==> src/rtl/b64_pkg.sv <==
package b64_pkg;

  localparam int HADDR_W = 8;
  localparam int HOST_W  = 32;
  localparam int WIDE_W  = 2 * HOST_W;
  localparam logic [31:0] WINDOW_BASE = 32'h0007_0000;

  localparam logic [HADDR_W-1:0] OFS_HI   = 8'h00;
  localparam logic [HADDR_W-1:0] OFS_LO   = 8'h04;
  localparam logic [HADDR_W-1:0] OFS_CMD  = 8'h08;
  localparam logic [HADDR_W-1:0] OFS_RST  = 8'h18;
  localparam logic [HADDR_W-1:0] OFS_STAT = 8'h1C;
  localparam logic [HADDR_W-1:0] OFS_IEN  = 8'h20;

  localparam int CMD_DIR_BIT  = 31;
  localparam int STAT_ERR_BIT = 31;
  localparam int STAT_BSY_BIT = 0;

  typedef enum logic [1:0] {
    SQ_IDLE = 2'd0,
    SQ_REQ  = 2'd1,
    SQ_WAIT = 2'd2
  } sq_state_t;

  // Downstream address: window base + instance offset + masked index.
  function automatic logic [31:0] form_dn_addr(input logic [31:0] base_ofs,
                                               input logic [31:0] cmd,
                                               input int          idx_w);
    logic [31:0] mask;
    mask = (32'd1 << idx_w) - 32'd1;
    return WINDOW_BASE + base_ofs + (cmd & mask);
  endfunction

  function automatic logic [HOST_W-1:0] pack_status(input logic err,
                                                    input logic busy);
    logic [HOST_W-1:0] w;
    w = '0;
    w[STAT_ERR_BIT] = err;
    w[STAT_BSY_BIT] = busy;
    return w;
  endfunction

endpackage

==> src/rtl/b64_hostregs.sv <==
module b64_hostregs
  import b64_pkg::*;
(
  input  logic               clk,
  input  logic               rst_n,
  input  logic               hst_wr,
  input  logic [HADDR_W-1:0] hst_addr,
  input  logic [HOST_W-1:0]  hst_wdata,
  output logic [HOST_W-1:0]  hst_rdata,
  input  logic               busy,
  input  logic               load_ev,
  input  logic [WIDE_W-1:0]  load_data,
  input  logic               rsp_err_ev,
  output logic [WIDE_W-1:0]  data_q,
  output logic               cmd_fire,
  output logic               cmd_clash,
  output logic               abort_ev,
  output logic               err_q,
  output logic               irq_o
);

  logic ien_q;
  logic wr_hi, wr_lo, wr_cmd, wr_ien;

  assign wr_hi     = hst_wr && (hst_addr == OFS_HI)  && !busy;
  assign wr_lo     = hst_wr && (hst_addr == OFS_LO)  && !busy;
  assign wr_cmd    = hst_wr && (hst_addr == OFS_CMD);
  assign wr_ien    = hst_wr && (hst_addr == OFS_IEN);
  assign abort_ev  = hst_wr && (hst_addr == OFS_RST);
  assign cmd_fire  = wr_cmd && !busy;
  assign cmd_clash = wr_cmd && busy;

  always_ff @(posedge clk) begin
    if (!rst_n) begin
      data_q <= '0;
      err_q  <= 1'b0;
      ien_q  <= 1'b0;
    end else begin
      if (load_ev) data_q <= load_data;
      else begin
        if (wr_hi) data_q[WIDE_W-1:HOST_W] <= hst_wdata;
        if (wr_lo) data_q[HOST_W-1:0]      <= hst_wdata;
      end
      if (abort_ev)                      err_q <= 1'b0;
      else if (rsp_err_ev || cmd_clash)  err_q <= 1'b1;
      if (wr_ien) ien_q <= hst_wdata[0];
    end
  end

  always_comb begin
    case (hst_addr)
      OFS_HI:   hst_rdata = data_q[WIDE_W-1:HOST_W];
      OFS_LO:   hst_rdata = data_q[HOST_W-1:0];
      OFS_STAT: hst_rdata = pack_status(err_q, busy);
      OFS_IEN:  hst_rdata = {{(HOST_W-1){1'b0}}, ien_q};
      default:  hst_rdata = '0;
    endcase
  end

  assign irq_o = err_q && ien_q;

endmodule

==> src/rtl/b64_seq.sv <==
module b64_seq
  import b64_pkg::*;
#(
  parameter int          DA_W     = 24,
  parameter int          IDX_W    = 4,
  parameter logic [31:0] BASE_OFS = 32'h0000_0100
) (
  input  logic              clk,
  input  logic              rst_n,
  input  logic              cmd_fire,
  input  logic [HOST_W-1:0] cmd_word,
  input  logic [WIDE_W-1:0] stage_data,
  input  logic              abort_ev,
  output logic              dn_req_valid,
  input  logic              dn_req_ready,
  output logic              dn_req_write,
  output logic [DA_W-1:0]   dn_req_addr,
  output logic [WIDE_W-1:0] dn_req_wdata,
  input  logic              dn_rsp_valid,
  input  logic              dn_rsp_err,
  input  logic [WIDE_W-1:0] dn_rsp_rdata,
  output logic              busy,
  output logic              load_ev,
  output logic [WIDE_W-1:0] load_data,
  output logic              rsp_err_ev
);

  sq_state_t st_q;
  logic      rsp_done;

  assign rsp_done   = (st_q == SQ_WAIT) && dn_rsp_valid && !abort_ev;
  assign load_ev    = rsp_done && !dn_req_write && !dn_rsp_err;
  assign load_data  = dn_rsp_rdata;
  assign rsp_err_ev = rsp_done && dn_rsp_err;
  assign busy       = (st_q != SQ_IDLE);
  assign dn_req_valid = (st_q == SQ_REQ);

  always_ff @(posedge clk) begin
    if (!rst_n) begin
      st_q         <= SQ_IDLE;
      dn_req_write <= 1'b0;
      dn_req_addr  <= '0;
      dn_req_wdata <= '0;
    end else if (abort_ev) begin
      st_q <= SQ_IDLE;
    end else begin
      case (st_q)
        SQ_IDLE: if (cmd_fire) begin
          st_q         <= SQ_REQ;
          dn_req_write <= cmd_word[CMD_DIR_BIT];
          dn_req_addr  <= DA_W'(form_dn_addr(BASE_OFS, cmd_word, IDX_W));
          dn_req_wdata <= stage_data;
        end
        SQ_REQ:  if (dn_req_ready) st_q <= SQ_WAIT;
        SQ_WAIT: if (dn_rsp_valid) st_q <= SQ_IDLE;
        default: st_q <= SQ_IDLE;
      endcase
    end
  end

endmodule

==> src/rtl/b64_bridge.sv <==
module b64_bridge
  import b64_pkg::*;
#(
  parameter int          DA_W     = 24,
  parameter int          IDX_W    = 4,
  parameter logic [31:0] BASE_OFS = 32'h0000_0100
) (
  input  logic               clk,
  input  logic               rst_n,
  input  logic               hst_wr,
  input  logic [HADDR_W-1:0] hst_addr,
  input  logic [HOST_W-1:0]  hst_wdata,
  output logic [HOST_W-1:0]  hst_rdata,
  output logic               irq_o,
  output logic               dn_req_valid,
  input  logic               dn_req_ready,
  output logic               dn_req_write,
  output logic [DA_W-1:0]    dn_req_addr,
  output logic [WIDE_W-1:0]  dn_req_wdata,
  input  logic               dn_rsp_valid,
  input  logic               dn_rsp_err,
  input  logic [WIDE_W-1:0]  dn_rsp_rdata
);

  // Named internal events, observed by the bound checker.
  logic              busy;
  logic              load_ev;
  logic [WIDE_W-1:0] load_data;
  logic              rsp_err_ev;
  logic [WIDE_W-1:0] data_q;
  logic              cmd_fire;
  logic              cmd_clash;
  logic              abort_ev;
  logic              err_q;

  b64_hostregs u_regs (
    .clk        (clk),
    .rst_n      (rst_n),
    .hst_wr     (hst_wr),
    .hst_addr   (hst_addr),
    .hst_wdata  (hst_wdata),
    .hst_rdata  (hst_rdata),
    .busy       (busy),
    .load_ev    (load_ev),
    .load_data  (load_data),
    .rsp_err_ev (rsp_err_ev),
    .data_q     (data_q),
    .cmd_fire   (cmd_fire),
    .cmd_clash  (cmd_clash),
    .abort_ev   (abort_ev),
    .err_q      (err_q),
    .irq_o      (irq_o)
  );

  b64_seq #(
    .DA_W     (DA_W),
    .IDX_W    (IDX_W),
    .BASE_OFS (BASE_OFS)
  ) u_seq (
    .clk          (clk),
    .rst_n        (rst_n),
    .cmd_fire     (cmd_fire),
    .cmd_word     (hst_wdata),
    .stage_data   (data_q),
    .abort_ev     (abort_ev),
    .dn_req_valid (dn_req_valid),
    .dn_req_ready (dn_req_ready),
    .dn_req_write (dn_req_write),
    .dn_req_addr  (dn_req_addr),
    .dn_req_wdata (dn_req_wdata),
    .dn_rsp_valid (dn_rsp_valid),
    .dn_rsp_err   (dn_rsp_err),
    .dn_rsp_rdata (dn_rsp_rdata),
    .busy         (busy),
    .load_ev      (load_ev),
    .load_data    (load_data),
    .rsp_err_ev   (rsp_err_ev)
  );

endmodule

==> config.mk <==
export PLATFORM = sky130hd
export DESIGN_NAME = b64_bridge
export DESIGN_NICKNAME = d
export VERILOG_FILES = /design/src/rtl/b64_pkg.sv /design/src/rtl/b64_hostregs.sv /design/src/rtl/b64_seq.sv /design/src/rtl/b64_bridge.sv
export SDC_FILE = /design/constraint.sdc
export NUM_CORES = 1
export LEC_CHECK = 0
export ABC_AREA = 1
export ABC_CLOCK_PERIOD_IN_PS = 1500
export BUFFER_PORTS_ARGS = -buffer_cell sky130_fd_sc_hd__buf_2
export CORE_MARGIN = 1
export CORE_UTILIZATION = 47
export CTS_BUF_LIST = sky130_fd_sc_hd__clkbuf_8
export CTS_CLUSTER_DIAMETER = 60
export DETAILED_ROUTE_END_ITERATION = 7
export PLACE_DENSITY = 0.88
export SYNTH_ARGS = -nofsm -noshare
export SYNTH_HDL_FRONTEND = slang
export SYNTH_SLANG_ARGS = --single-unit
==> constraint.sdc <==
create_clock -name clk -period 1.5 [get_ports clk]
set_input_delay 0.075 -clock clk [delete_from_list [all_inputs] [get_ports clk]]
set_output_delay 0.075 -clock clk [all_outputs]
set_load 0.005 [all_outputs]
# Yosys cells after proc, flatten, opt, wreduce, memory -nomap -nowiden
# Cells that the tools add are included.
# classes
n_addsub	1
n_eq_ne	10
mux	8
n_bitwise	2
reduce_logical	28
# ops
op	n
case mux 32 bit (4 select lines)	1
two-way mux 32 bit	2
two-way mux 64 bit	1
adder 19 x 4 -> 20 bit (first input constant)	1
equality test 8 x 5 -> 1 bit (second input constant)	2
logical AND 1 bit	15
equality test 8 x 3 -> 1 bit (second input constant)	1
equality test 8 x 4 -> 1 bit (second input constant)	1
equality test 8 x 6 -> 1 bit (second input constant)	1
zero test 8 bit	1
two-way mux 2 bit	3
case mux 2 bit (3 select lines)	1
AND reduction 3 bit	2
nonzero test 2 bit	3
zero test 1 bit	4
inequality test 2 bit (second input constant)	2
equality test 2 x 1 -> 1 bit (second input constant)	1
equality test 2 bit (second input constant)	1
zero test 2 bit	1
inequality test 2 x 1 -> 1 bit (second input constant)	1
inverter 1 bit	2
OR reduction 2 bit	1
logical OR 1 bit	1
# totals
ff_bits	157
inputBits	110
output_inout_bits	123
word_cells	57

# Longest topological paths before layout
# Gate-level depths: netlist of the first run.
# depth
ltp_word	7
depth_mapped	11
ltp_nobuf	9

# By module
# Synthesis of the first run repeated with hierarchy kept, for this count alone.
# hier_totals
cells_unflattened	1240
hier_area_um2	7790.0
# modules_own_cells
module	n_inst	cells_per_inst	area_per_inst_um2	seq_area_each_um2
b64_hostregs	1	678	3963.8	1321.3
b64_seq	1	562	3826.2	1441.4

# Least setup slack after synthesis of the first run
# No wires, ideal clock.
# synth_path
kind	register to register
startpoint	reg u_seq.dn_req_write
endpoint	reg u_regs.data_q[29]
setup_ns	0.110
arrival_ns	1.320
t_required_ns	1.390
setup_slack_ns	0.070
path_stages_with_launch	9
path_buffers	2
synth_period_minus_slack_ns	1.430
cell_sequence	dfxtp_1 nor2_1 nand3_4 buf_6 buf_4 nand3_1 nand3_1 nand2_1 inv_1
# synth_between
elab_chain_cells	4
elab_cells_between_ends	5
classes_between	mux: 1; reduce/logical: 4
# synth_rtl
element	line_no	rtl
from (decl)	b64_seq.sv:16	output logic dn_req_write,
from (signal assigned)	b64_seq.sv:50	dn_req_write <= cmd_word[CMD_DIR_BIT];
zero test 1 bit (*)	b64_seq.sv:32	assign load_ev = rsp_done && !dn_req_write && !dn_rsp_err;
logical AND 1 bit (*) (2 in series)	b64_seq.sv:32	
two-way mux 64 bit or nonzero test 2 bit (tied branches)	n/a	
to (signal assigned)	b64_hostregs.sv:39	if (load_ev) data_q <= load_data;
to (signal, indexed assignment)	b64_hostregs.sv:41	if (wr_hi) data_q[WIDE_W-1:HOST_W] <= hst_wdata;
to (signal, indexed assignment)	b64_hostregs.sv:42	if (wr_lo) data_q[HOST_W-1:0] <= hst_wdata;
to (decl)	b64_hostregs.sv:14	output logic [WIDE_W-1:0] data_q,
# Mark *: on every way between the ends. The rest lies on a longest branch, timed or not.
# A chain may end at the register's enable or synchronous reset.

# Final worst setup path of the first run
# layout_path
startpoint	reg u_seq.st_q[0]
endpoint	reg u_regs.data_q[7]
# layout_between
elab_chain_cells	6
elab_cells_between_ends	10
classes_between	eq/ne: 1; mux: 1; reduce/logical: 8
# layout_rtl
element	line_no	rtl
from (decl)	b64_seq.sv:28	sq_state_t st_q;
from (signal assigned)	b64_seq.sv:40	st_q <= SQ_IDLE;
from (signal assigned)	b64_seq.sv:45	st_q <= SQ_IDLE;
from (signal assigned)	b64_seq.sv:49	st_q <= SQ_REQ;
equality test 2 bit	b64_seq.sv:31	assign rsp_done = (st_q == SQ_WAIT) && dn_rsp_valid && !abort_ev;
logical AND 1 bit (2 in series)	b64_seq.sv:31	
logical AND 1 bit (2 in series)	b64_seq.sv:32	
two-way mux 64 bit or nonzero test 2 bit (tied branches)	n/a	
# Parallel ways exist; a longest one is shown, timed or not.

==> results of run 1 <==
==> worst max path at each step <==
stage                             from           endpoint  slack, ns  cells after the start
floorplan           u_seq.dn_req_write  u_regs.data_q[29]       0.07                      8
global placement         u_seq.st_q[1]   u_regs.data_q[7]       0.05                      7
detailed placement       u_seq.st_q[1]  u_regs.data_q[18]       0.02                      7
CTS                      u_seq.st_q[0]   u_regs.data_q[9]       0.03                      9
global route             u_seq.st_q[0]   u_regs.data_q[7]      -0.03                     10
finish                   u_seq.st_q[0]   u_regs.data_q[7]      -0.01                     10
==> per-stage QoR <==
step                worst slack, ns  power (mW)
floorplan                    0.0701        3.93
global placement             0.0461        4.12
detailed placement           0.0232        4.12
CTS                          0.0299        7.15
global route                -0.0316        7.41
finish                      -0.0118        7.20
==> worst reg2reg max path: stages (launching register included) <==
cell     delay (ns)
dfxtp_2        0.34
inv_2          0.07
nand2_2        0.06
nor2_4         0.15
nand3_4        0.09
buf_12         0.16
buf_12         0.15
nand2_1        0.15
o21ai_2        0.11
nor2_1         0.09
nor2_1         0.04
==> layout make-up <==
cell class / instances / area share [%]
clock buffer: 22 / 3.24
multi-input combinational: 600 / 32.6
clock inverter: 10 / 0.804
inverter: 91 / 3.68
sequential: 138 / 29.6
antenna: 1 / 0.0268
timing repair buffer: 348 / 27.7
tap: 176 / 2.36
==> synth_stat cells (2+ instances only) <==
master / instances / area share [%]
nand3_1: 140 / 11
dfxtp_1: 138 / 42
nand2_1: 126 / 7.3
a21oi_1: 75 / 5.8
inv_1: 74 / 4.3
nor2_1: 73 / 4.2
o21ai_0: 53 / 4.1
nand4_1: 43 / 4.1
clkbuf_1: 39 / 2.2
a22o_1: 30 / 4.0
o21ai_1: 29 / 2.2
buf_4: 21 / 2.4
buf_2: 17 / 1.3
inv_2: 16 / 0.92
buf_6: 9 / 1.6
buf_1: 4 / 0.23
nor2_4: 4 / 0.69
nand2_2: 3 / 0.29
nand3_4: 2 / 0.54
nor2_2: 2 / 0.19
==> power breakdown <==
part           switching [mW]  internal [mW]  total [mW]
clock network            1.44           1.50        2.94
logic                   0.293          0.304       0.598
registers             0.00380           3.66        3.67
==> metal layers <==
metal,up-vias,global-route usage [%],part of all wire [%]
li1,3583,-,-
met1,3624,40.3,37
met2,660,54.4,46
met3,164,10.6,12
met4,0,21.3,5.3
met5,-,0,0
==> flip-flops by register name (all words and copies together) (netlist names) <==
name	count
u_seq.dn_req_addr	5
u_seq.dn_req_write	1
u_seq.st_q	2
u_seq.dn_req_wdata	64
u_regs.err_q	1
u_regs.ien_q	1
u_regs.data_q	64
==> cells by family after synthesis <==
family | Yosys count | share of synthesized area, %
other | 1 | 0.0575
AOI/OAI and AO/OA | 187 | 16.1
and+or+nand+nor | 397 | 28.5
buffers and inverters | 181 | 13.0
DFF | 138 | 42.4
==> repair_timing <==
item | CTS | global route
resized for setup | 1 | 26
hold buffers | 90 | 0
setup endpoints to repair | 1 | 52
hold endpoints to repair | 66 | 0
pin swaps | 0 | 8
gates cloned | 0 | 6
setup buffers | 0 | 3
==> results by group, run 1 <==
CTS
  – Clock-pin slew on the worst setup and hold paths: 0.07 ns
  – H-tree depth: 4
  – Worst-case clock buffer depth: 2
  – Clock root buffer: clkbuf_8
  – CTS tree: built
  – Total CTS buffers: 17
  – Worst skew pair latency: 0.47 ns
  – Clock sinks: 138

STA
  – Setup TNS: -0.0118 ns
  – Fin. max-slew vios: 0
  – Fin crit share: 101%
  – Setup violators final: 1
  – Final hold slack: 0.0108 ns
  – Setup ws final: -0.0118 ns
  – Fmax: 661 MHz
  – Final worst path period need: 1.51 ns
  – Hold Fails Final Rpt: 0
  – Fin Clk Skew: 0.0137 ns

Global routing
  – Global route overflow: 0
  – Antenna violations before repair: 1
  – Vias in the first global route: 7586
  – First-pass GRT wire length: 38300 um
  – GRT Util Overall: 34.3%
  – Largest net degree at the start of global routing: 72

Power
  – PD cells: 771 nW/um^2
  – VDD IR max: 0.545 mV
  – Leak Pwr: 4.52 nW

Worst setup path
  – Critical Path Start Type: flip-flop
  – Critical path's slowest cell: dfxtp_2
  – Buf/Inv on CP: 3
  – Max FO, Critical Path: 9
  – FF-to-FF path depth: 10
  – Reg2Reg Launch Point: u_seq.st_q[0]
  – Critical Path End Type: flip-flop
  – R2R Setup Slk: -0.01 ns
  – Setup CP Type: flip-flop to flip-flop
  – R2r endpoint: u_regs.data_q[7]
  – Largest stage delay on the critical path: 0.34 ns
  – Worst EP required: 1.85 ns
  – Cells along the critical path: inv_2 -> nand2_2 -> nor2_4 -> nand3_4 -> buf_12 -> buf_12 -> nand2_1 -> o21ai_2 -> nor2_1 -> nor2_1
  – CP top delay family: simple AND/OR/NAND/NOR gates
  – Crit path DAT: 1.87 ns

Yosys
  – Post-Syn Area: 6520 sq um
  – Syn avg cell area: 7.22 sq um
  – Gate Count Post-Synth: 904
  – Ys async rst share: 0%
  – Synth cell types: 26
  – Number of synthesized flops with an enable pin: 0
  – Top FF cell, synth: dfxtp_1
  – Flops & latches, synth: 138
  – Post-synthesis sequential area ratio: 42.4%
  – Synth warnings: 0

Routing
  – Via count: 8031
  – Antenna Violating Nets Remaining: 0
  – DRC viols: 0
  – Initial DRC count: 1163
  – Drt first pass iters: 7
  – DRT Wirelength: 25600 um
  – WL per Instance: 18.5 um
  – Routed vias/inst: 5.79

Layout
  – Multi-input logic area: 3040 sq um
  – Most frequent cells in the layout: buf_2 (216), nand3_1 (137), dfxtp_1 (136)
  – Layout cells sized above 1: 27.2%
  – Layout Utilization: 69.7%
  – Finished Layout Cells: 1386
  – Most common cell after layout, fill and taps aside: buf_2
  – Nets: 1306
  – P&R area growth vs syn: 43.2%
  – Sequential cell area: 2770 sq um
  – # fillers: 1041
  – Post-route cell area: 9340 sq um

Floorplan
  – Floorplan row count: 42
  – Die Y: 120 um
  – Ports: 233
  – Starting density of the core: 48.7%
  – DIE AREA: 14400 sq um
  – Die width: 120 um
  – Core Area: 13400 sq um

Run
  – Max-cap violations: 0

Worst hold path
  – Hold path depth: 5
  – Hold WC Path Type: input port to flip-flop
  – Hold EP: u_regs.data_q[21]
  – Hold Crit Start: dn_rsp_rdata[21]

Outcome
  – Status: finished with violations
  – Failing checks: negative setup slack

Place
  – Detailed Place HPWL: 14200 um
  – # port buffers: 216
  – Placed cell areas: 7800 sq um
  – Post-Place Cells: 1254
  – Gpl congestion: 0.861
Power figures use the tool's default switching activity.
==> run 2, diff against run 1 <==
--- a/config.mk
+++ b/config.mk
@@ -17,3 +17,4 @@
 export SYNTH_ARGS = -nofsm -noshare
 export SYNTH_HDL_FRONTEND = slang
 export SYNTH_SLANG_ARGS = --single-unit
+export TNS_END_PERCENT = 20
==> run 2 against run 1 <==
The flow finishes with violations (design-rule violations). Clock skew shrank 0.0011 ns. Register-to-register slack gained 0.03 ns. Sequential cell count is the same. Sequential power is essentially flat. Utilization shrank 0.075 points. Die area is the same. Cell area shrank 0.11%. Fmax grew 1.9%. Sequential share of layout area is essentially flat. Via count grew 0.97%. Worst hold slack gained 0.00096 ns. First-iteration DRC count shrank 10%. Critical endpoint is now u_regs.data_q[35]. Highest routed layer unchanged.
==> results by group, run 2 (synthesized netlist as in run 1, its figures left out) <==
Worst setup path
  – Cells along the critical path: nand2_2 -> nor2_4 -> nand3_4 -> buf_12 -> nand2_8 -> buf_12 -> nand3_1 -> inv_1 -> nor2_1
  – Critical path's slowest cell: dfxtp_4
  – CP top delay family: simple AND/OR/NAND/NOR gates
  – Max FO, Critical Path: 16
  – Crit path DAT: 1.84 ns
  – Worst EP required: 1.85 ns
  – Buf/Inv on CP: 3
  – Largest stage delay on the critical path: 0.38 ns
  – Critical Path Start Type: flip-flop
  – Most common cell on crit path: buf_12
  – Critical Path End Type: flip-flop
  – Setup CP Type: flip-flop to flip-flop

Place
  – Placed cell areas: 7800 sq um
  – Gpl congestion: 0.861
  – Post-Place Cells: 1254
  – Pre-CTS setup slack: 0.0232 ns
  – Detailed Place HPWL: 14200 um
  – # port buffers: 216

Global routing
  – First-pass GRT wire length: 38300 um
  – Global route overflow: 0
  – Vias in the first global route: 7586
  – GRT Util Overall: 34.3%
  – Met1 Use GR: 40.3%
  – GRT Max-Usage Layer: met2
  – Largest net degree at the start of global routing: 72
  – Met3 Resource Use GR: 10.6%
  – Antenna violations before repair: 1
  – Grt met2 use: 54.4%

STA
  – Fin crit share: 98.9%
  – Final hold slack: 0.0118 ns
  – Setup violators final: 0
  – Hold Fails Final Rpt: 0
  – Final worst path period need: 1.48 ns
  – Fin Clk Skew: 0.0126 ns
  – Setup TNS: 0 ns
  – Setup ws final: 0.0158 ns
  – RSZ-0062 raised after global routing: true
  – Fmax: 674 MHz
  – Fin. max-slew vios: 0

Layout
  – Layout Utilization: 69.6%
  – Finished Layout Cells: 1386
  – # fillers: 1044
  – P&R area growth vs syn: 43.0%
  – Post-route cell area: 9330 sq um
  – Nets: 1306
  – Most common cell after layout, fill and taps aside: buf_2
  – Largest registers: u_regs.data_q x64, u_seq.dn_req_wdata x64, u_seq.dn_req_addr x5
  – Layout cells sized above 1: 27.0%
  – Most frequent cells in the layout: buf_2 (216), nand3_1 (139), dfxtp_1 (136)

Power
  – Pint: 5.47 mW
  – Clock share of power: 40.7%
  – Leak Pwr: 4.52 nW
  – Tot Pwr: 7.19 mW
  – Switch Pwr: 1.72 mW
  – Sequential power share: 51.0%
  – PD cells: 771 nW/um^2
  – Combinational share of power: 8.3%
  – VDD IR max: 0.545 mV
  – Sw Ratio: 24.0%

Floorplan
  – Die width: 120 um
  – Die Y: 120 um
  – Core Area: 13400 sq um
  – Starting density of the core: 48.7%
  – Floorplan row count: 42
  – DIE AREA: 14400 sq um
  – Ports: 233

CTS
  – Total CTS buffers: 17
  – CTS tree: built
  – Clock root buffer: clkbuf_8
  – H-tree depth: 4
  – Clock sinks: 138
  – Clock-pin slew on the worst setup and hold paths: 0.08 ns
  – Worst-case clock buffer depth: 2
  – Worst skew pair latency: 0.46 ns

Routing
  – Drt first pass iters: 8
  – WL per Instance: 18.4 um
  – DRC viols: 3
  – Initial DRC count: 1047
  – Via count: 8109
  – DRT Wirelength: 25500 um
  – Routed vias/inst: 5.85
  – Antenna Violating Nets Remaining: 0

Run
  – Max-cap violations: 0

Worst hold path
  – Hold WC Path Type: input port to flip-flop

Outcome
  – Failing checks: design-rule violations
  – Status: finished with violations
## run 2: changes by cell type in the layout (fill, tap and decap cells not counted)
cell	change
nand3_1	+2
nand3_2	-2
## run 2: metal layers
layer / wire length [um] / vias up / part of all wire [%]
li1: - / 3587 / -
met1: 9490 / 3665 / 37
met4: 1450 / 0 / 5.7
met3: 2900 / 177 / 11
met5: 0 / - / 0
met2: 11700 / 680 / 46
## run 2: power by group through the flow
stage / sequential, mW / combinational (mW) / clock [mW]
floorplan: 3.75 / 0.176 / 0
global route: 3.67 / 0.627 / 3.12
CTS: 3.67 / 0.549 / 2.94
detailed placement: 3.75 / 0.369 / 0
finish: 3.67 / 0.596 / 2.93
global placement: 3.75 / 0.367 / 0
## run 2: final cells by class
| class | instances | area [sq um] | area share [%] |
|---|---|---|---|
| Inverter | 91 | 344 | 3.69 |
| Clock inverter | 10 | 75.1 | 0.805 |
| Tap cell | 176 | 220 | 2.36 |
| Timing Repair Buffer | 348 | 2580 | 27.7 |
| Multi-Input combinational cell | 600 | 3030 | 32.5 |
| Antenna cell | 1 | 2.50 | 0.0268 |
| Clock buffer | 22 | 303 | 3.25 |
| Sequential cell | 138 | 2770 | 29.7 |
## run 2: worst register-to-register path: stages (launching register included)
cell and delay (ns):
dfxtp_4 0.38, nand2_2 0.07, nor2_4 0.16, nand3_4 0.09
buf_12 0.16, nand2_8 0.13, buf_12 0.16, nand3_1 0.09
inv_1 0.09, nor2_1 0.05
## run 2: timing repair
| item | CTS | global route |
|---|---|---|
| buffers inserted | 0 | 3 |
| gates resized for setup | 1 | 24 |
| endpoints found under the hold margin | 66 | 0 |
| hold buffers | 90 | 0 |
| pin swaps | 0 | 8 |
| gates cloned | 0 | 6 |
| setup endpoints to repair | 1 | 52 |
## run 2: worst paths after layout
kind	start	to	slack, ns	cells past startpoint
min reg2reg	u_seq.dn_req_wdata[29]	u_seq.dn_req_wdata[29]	0.46	2
max	u_seq.st_q[1]	u_regs.data_q[35]	0.02	9
max reg2reg	u_seq.st_q[1]	u_regs.data_q[35]	0.02	9
min	dn_rsp_rdata[21]	u_regs.data_q[21]	0.01	5
==> run 3, diff against run 2 <==
--- a/config.mk
+++ b/config.mk
@@ -9,11 +9,12 @@
 export ABC_CLOCK_PERIOD_IN_PS = 1500
 export BUFFER_PORTS_ARGS = -buffer_cell sky130_fd_sc_hd__buf_2
 export CORE_MARGIN = 1
-export CORE_UTILIZATION = 47
+export CORE_UTILIZATION = 25
 export CTS_BUF_LIST = sky130_fd_sc_hd__clkbuf_8
 export CTS_CLUSTER_DIAMETER = 60
 export DETAILED_ROUTE_END_ITERATION = 7
-export PLACE_DENSITY = 0.88
+export HOLD_SLACK_MARGIN = 0.08
+export PLACE_DENSITY = 0.57
 export SYNTH_ARGS = -nofsm -noshare
 export SYNTH_HDL_FRONTEND = slang
 export SYNTH_SLANG_ARGS = --single-unit
==> run 3 against run 2 <==
Utilization decreased by 31 points. Critical path type unchanged. The run ends with negative setup slack left. Register-to-register slack got worse by 0.02 ns. Die area increased by 86%. Highest routed layer unchanged.
==> results by group, run 3 (synthesized netlist as in run 1, its figures left out) <==
Layout
  – Antenna Cells: 0
  – Nets: 1337
  – Most frequent cells in the layout: buf_2 (216), nand3_1 (138), dfxtp_1 (136)
  – P&R area growth vs syn: 51.6%
  – Largest registers: u_regs.data_q x64, u_seq.dn_req_wdata x64, u_seq.dn_req_addr x5
  – Layout cells sized above 1: 29.4%
  – Most common cell after layout, fill and taps aside: buf_2

Global routing
  – Vias in the first global route: 7244
  – Largest net degree at the start of global routing: 49
  – Antenna violations before repair: 0
  – First-pass GRT wire length: 40500 um
  – Global route overflow: 0
  – GRT Util Overall: 20.0%

Worst setup path
  – Critical Path Start Type: flip-flop
  – Max FO, Critical Path: 8
  – Worst EP required: 1.89 ns
  – Critical Path End Type: flip-flop
  – Crit path DAT: 1.90 ns
  – Setup CP Type: flip-flop to flip-flop

STA
  – Setup ws final: -0.00768 ns
  – Final worst path period need: 1.51 ns
  – Fin Clk Skew: 0.0174 ns
  – Fin crit share: 101%
  – RSZ-0062 raised after global routing: true
  – Hold Fails Final Rpt: 0
  – Final hold slack: 0.0924 ns
  – Fin. max-slew vios: 0
  – Fmax: 663 MHz
  – Setup violators final: 2

Run
  – Max-cap violations: 0

CTS
  – Worst skew pair latency: 0.46 ns
  – Total CTS buffers: 17
  – Clock-pin slew on the worst setup and hold paths: 0.09 ns
  – H-tree depth: 4
  – Clock sinks: 138
  – Worst-case clock buffer depth: 2
  – CTS tree: built
  – Clock root buffer: clkbuf_8

Power
  – PD cells: 775 nW/um^2
  – Leak Pwr: 4.67 nW
  – VDD IR max: 0.395 mV

Floorplan
  – Floorplan row count: 58
  – Core Area: 25400 sq um
  – Starting density of the core: 25.7%
  – Die Y: 164 um
  – Die width: 164 um
  – Ports: 233
  – DIE AREA: 26700 sq um

Place
  – # port buffers: 216
  – Pre-CTS setup slack: -0.0706 ns
  – Detailed Place HPWL: 18300 um
  – Gpl congestion: 0.826

Outcome
  – Status: finished with violations
  – Failing checks: negative setup slack

Routing
  – Antenna Violating Nets Remaining: 0
  – WL per Instance: 17.2 um
  – DRT Wirelength: 27000 um
  – Drt first pass iters: 4
  – DRC viols: 0
  – Via count: 7395
  – Initial DRC count: 455
  – Routed vias/inst: 4.71

Worst hold path
  – Hold WC Path Type: input port to flip-flop
[run 3: cell types whose count changed in the layout (fill, tap and decap cells not counted), sizes merged]
cell	change
clkbuf	-8
inv	+1
dlygate4sd3	+10
clkinv	-3
bufinv	+2
clkinvlp	+3
diode	-1
buf	+26
[run 3: per-stage QoR]
stage / TNS (ns) / power [mW] / util (%) / cell area [sq um] / std cells
floorplan: 0 / 3.93 / - / 6580 / 919
global placement: -0.161 / 4.18 / 32.4 / 8240 / 1432
detailed placement: -0.309 / 4.17 / 32.4 / 8240 / 1432
CTS: -0.0326 / 7.69 / 38.1 / 9680 / 1563
global route: -2.87 / 7.94 / 38.9 / 9890 / 1570
finish: -0.0143 / 7.67 / 38.9 / 9890 / 1570
[run 3: final timing paths]
path                               start                      to  slack, ns  cells after the start
hold / removal          dn_rsp_rdata[22]       u_regs.data_q[22]       0.09                      5
hold reg to reg   u_seq.dn_req_wdata[60]  u_seq.dn_req_wdata[60]       0.46                      2
setup reg to reg           u_seq.st_q[0]       u_regs.data_q[18]     -0.008                      9
setup / recovery           u_seq.st_q[0]       u_regs.data_q[18]     -0.008                      9
[run 3: per-layer routing]
layer / global-route usage (%) / part of all wire [%] / up-vias
li1: - / - / 3646
met2: 32.3 / 47 / 253
met1: 25.4 / 44 / 3449
met5: 0 / 0 / -
met4: 7.66 / 2.3 / 0
met3: 5.13 / 6.3 / 47
[run 3: final cells by class]
type	instances	area, sq um
Fill cell	2632	15500
Tap cell	330	413
Timing Repair Buffer	379	2850
Clock inverter	13	165
Sequential cell	138	2770
Multi-Input combinational cell	600	3090
Inverter	91	347
Clock buffer	19	262
[run 3: power breakdown]
| group | internal, mW | switching [mW] |
|---|---|---|
| clock | 1.75 | 1.60 |
| sequential | 3.66 | 0.00377 |
| combinational | 0.347 | 0.302 |
| total | 5.76 | 1.91 |
[run 3: worst max-delay path, cell delays in order, from the launching register on]
cell,delay (ns)
dfxtp_2,0.34
inv_2,0.06
nand2_2,0.06
nor2_4,0.14
nand3_4,0.15
buf_6,0.16
clkbuf_16,0.16
o21ai_1,0.22
nor2_1,0.07
nor2_1,0.09
[run 3: repair_timing]
action,CTS,global route
setup buffers,1,4
pin swaps,2,9
cloned,0,1
setup endpoints to repair,38,92
gates resized for setup,12,43
endpoints found under the hold margin,73,2
hold buffers,98,2
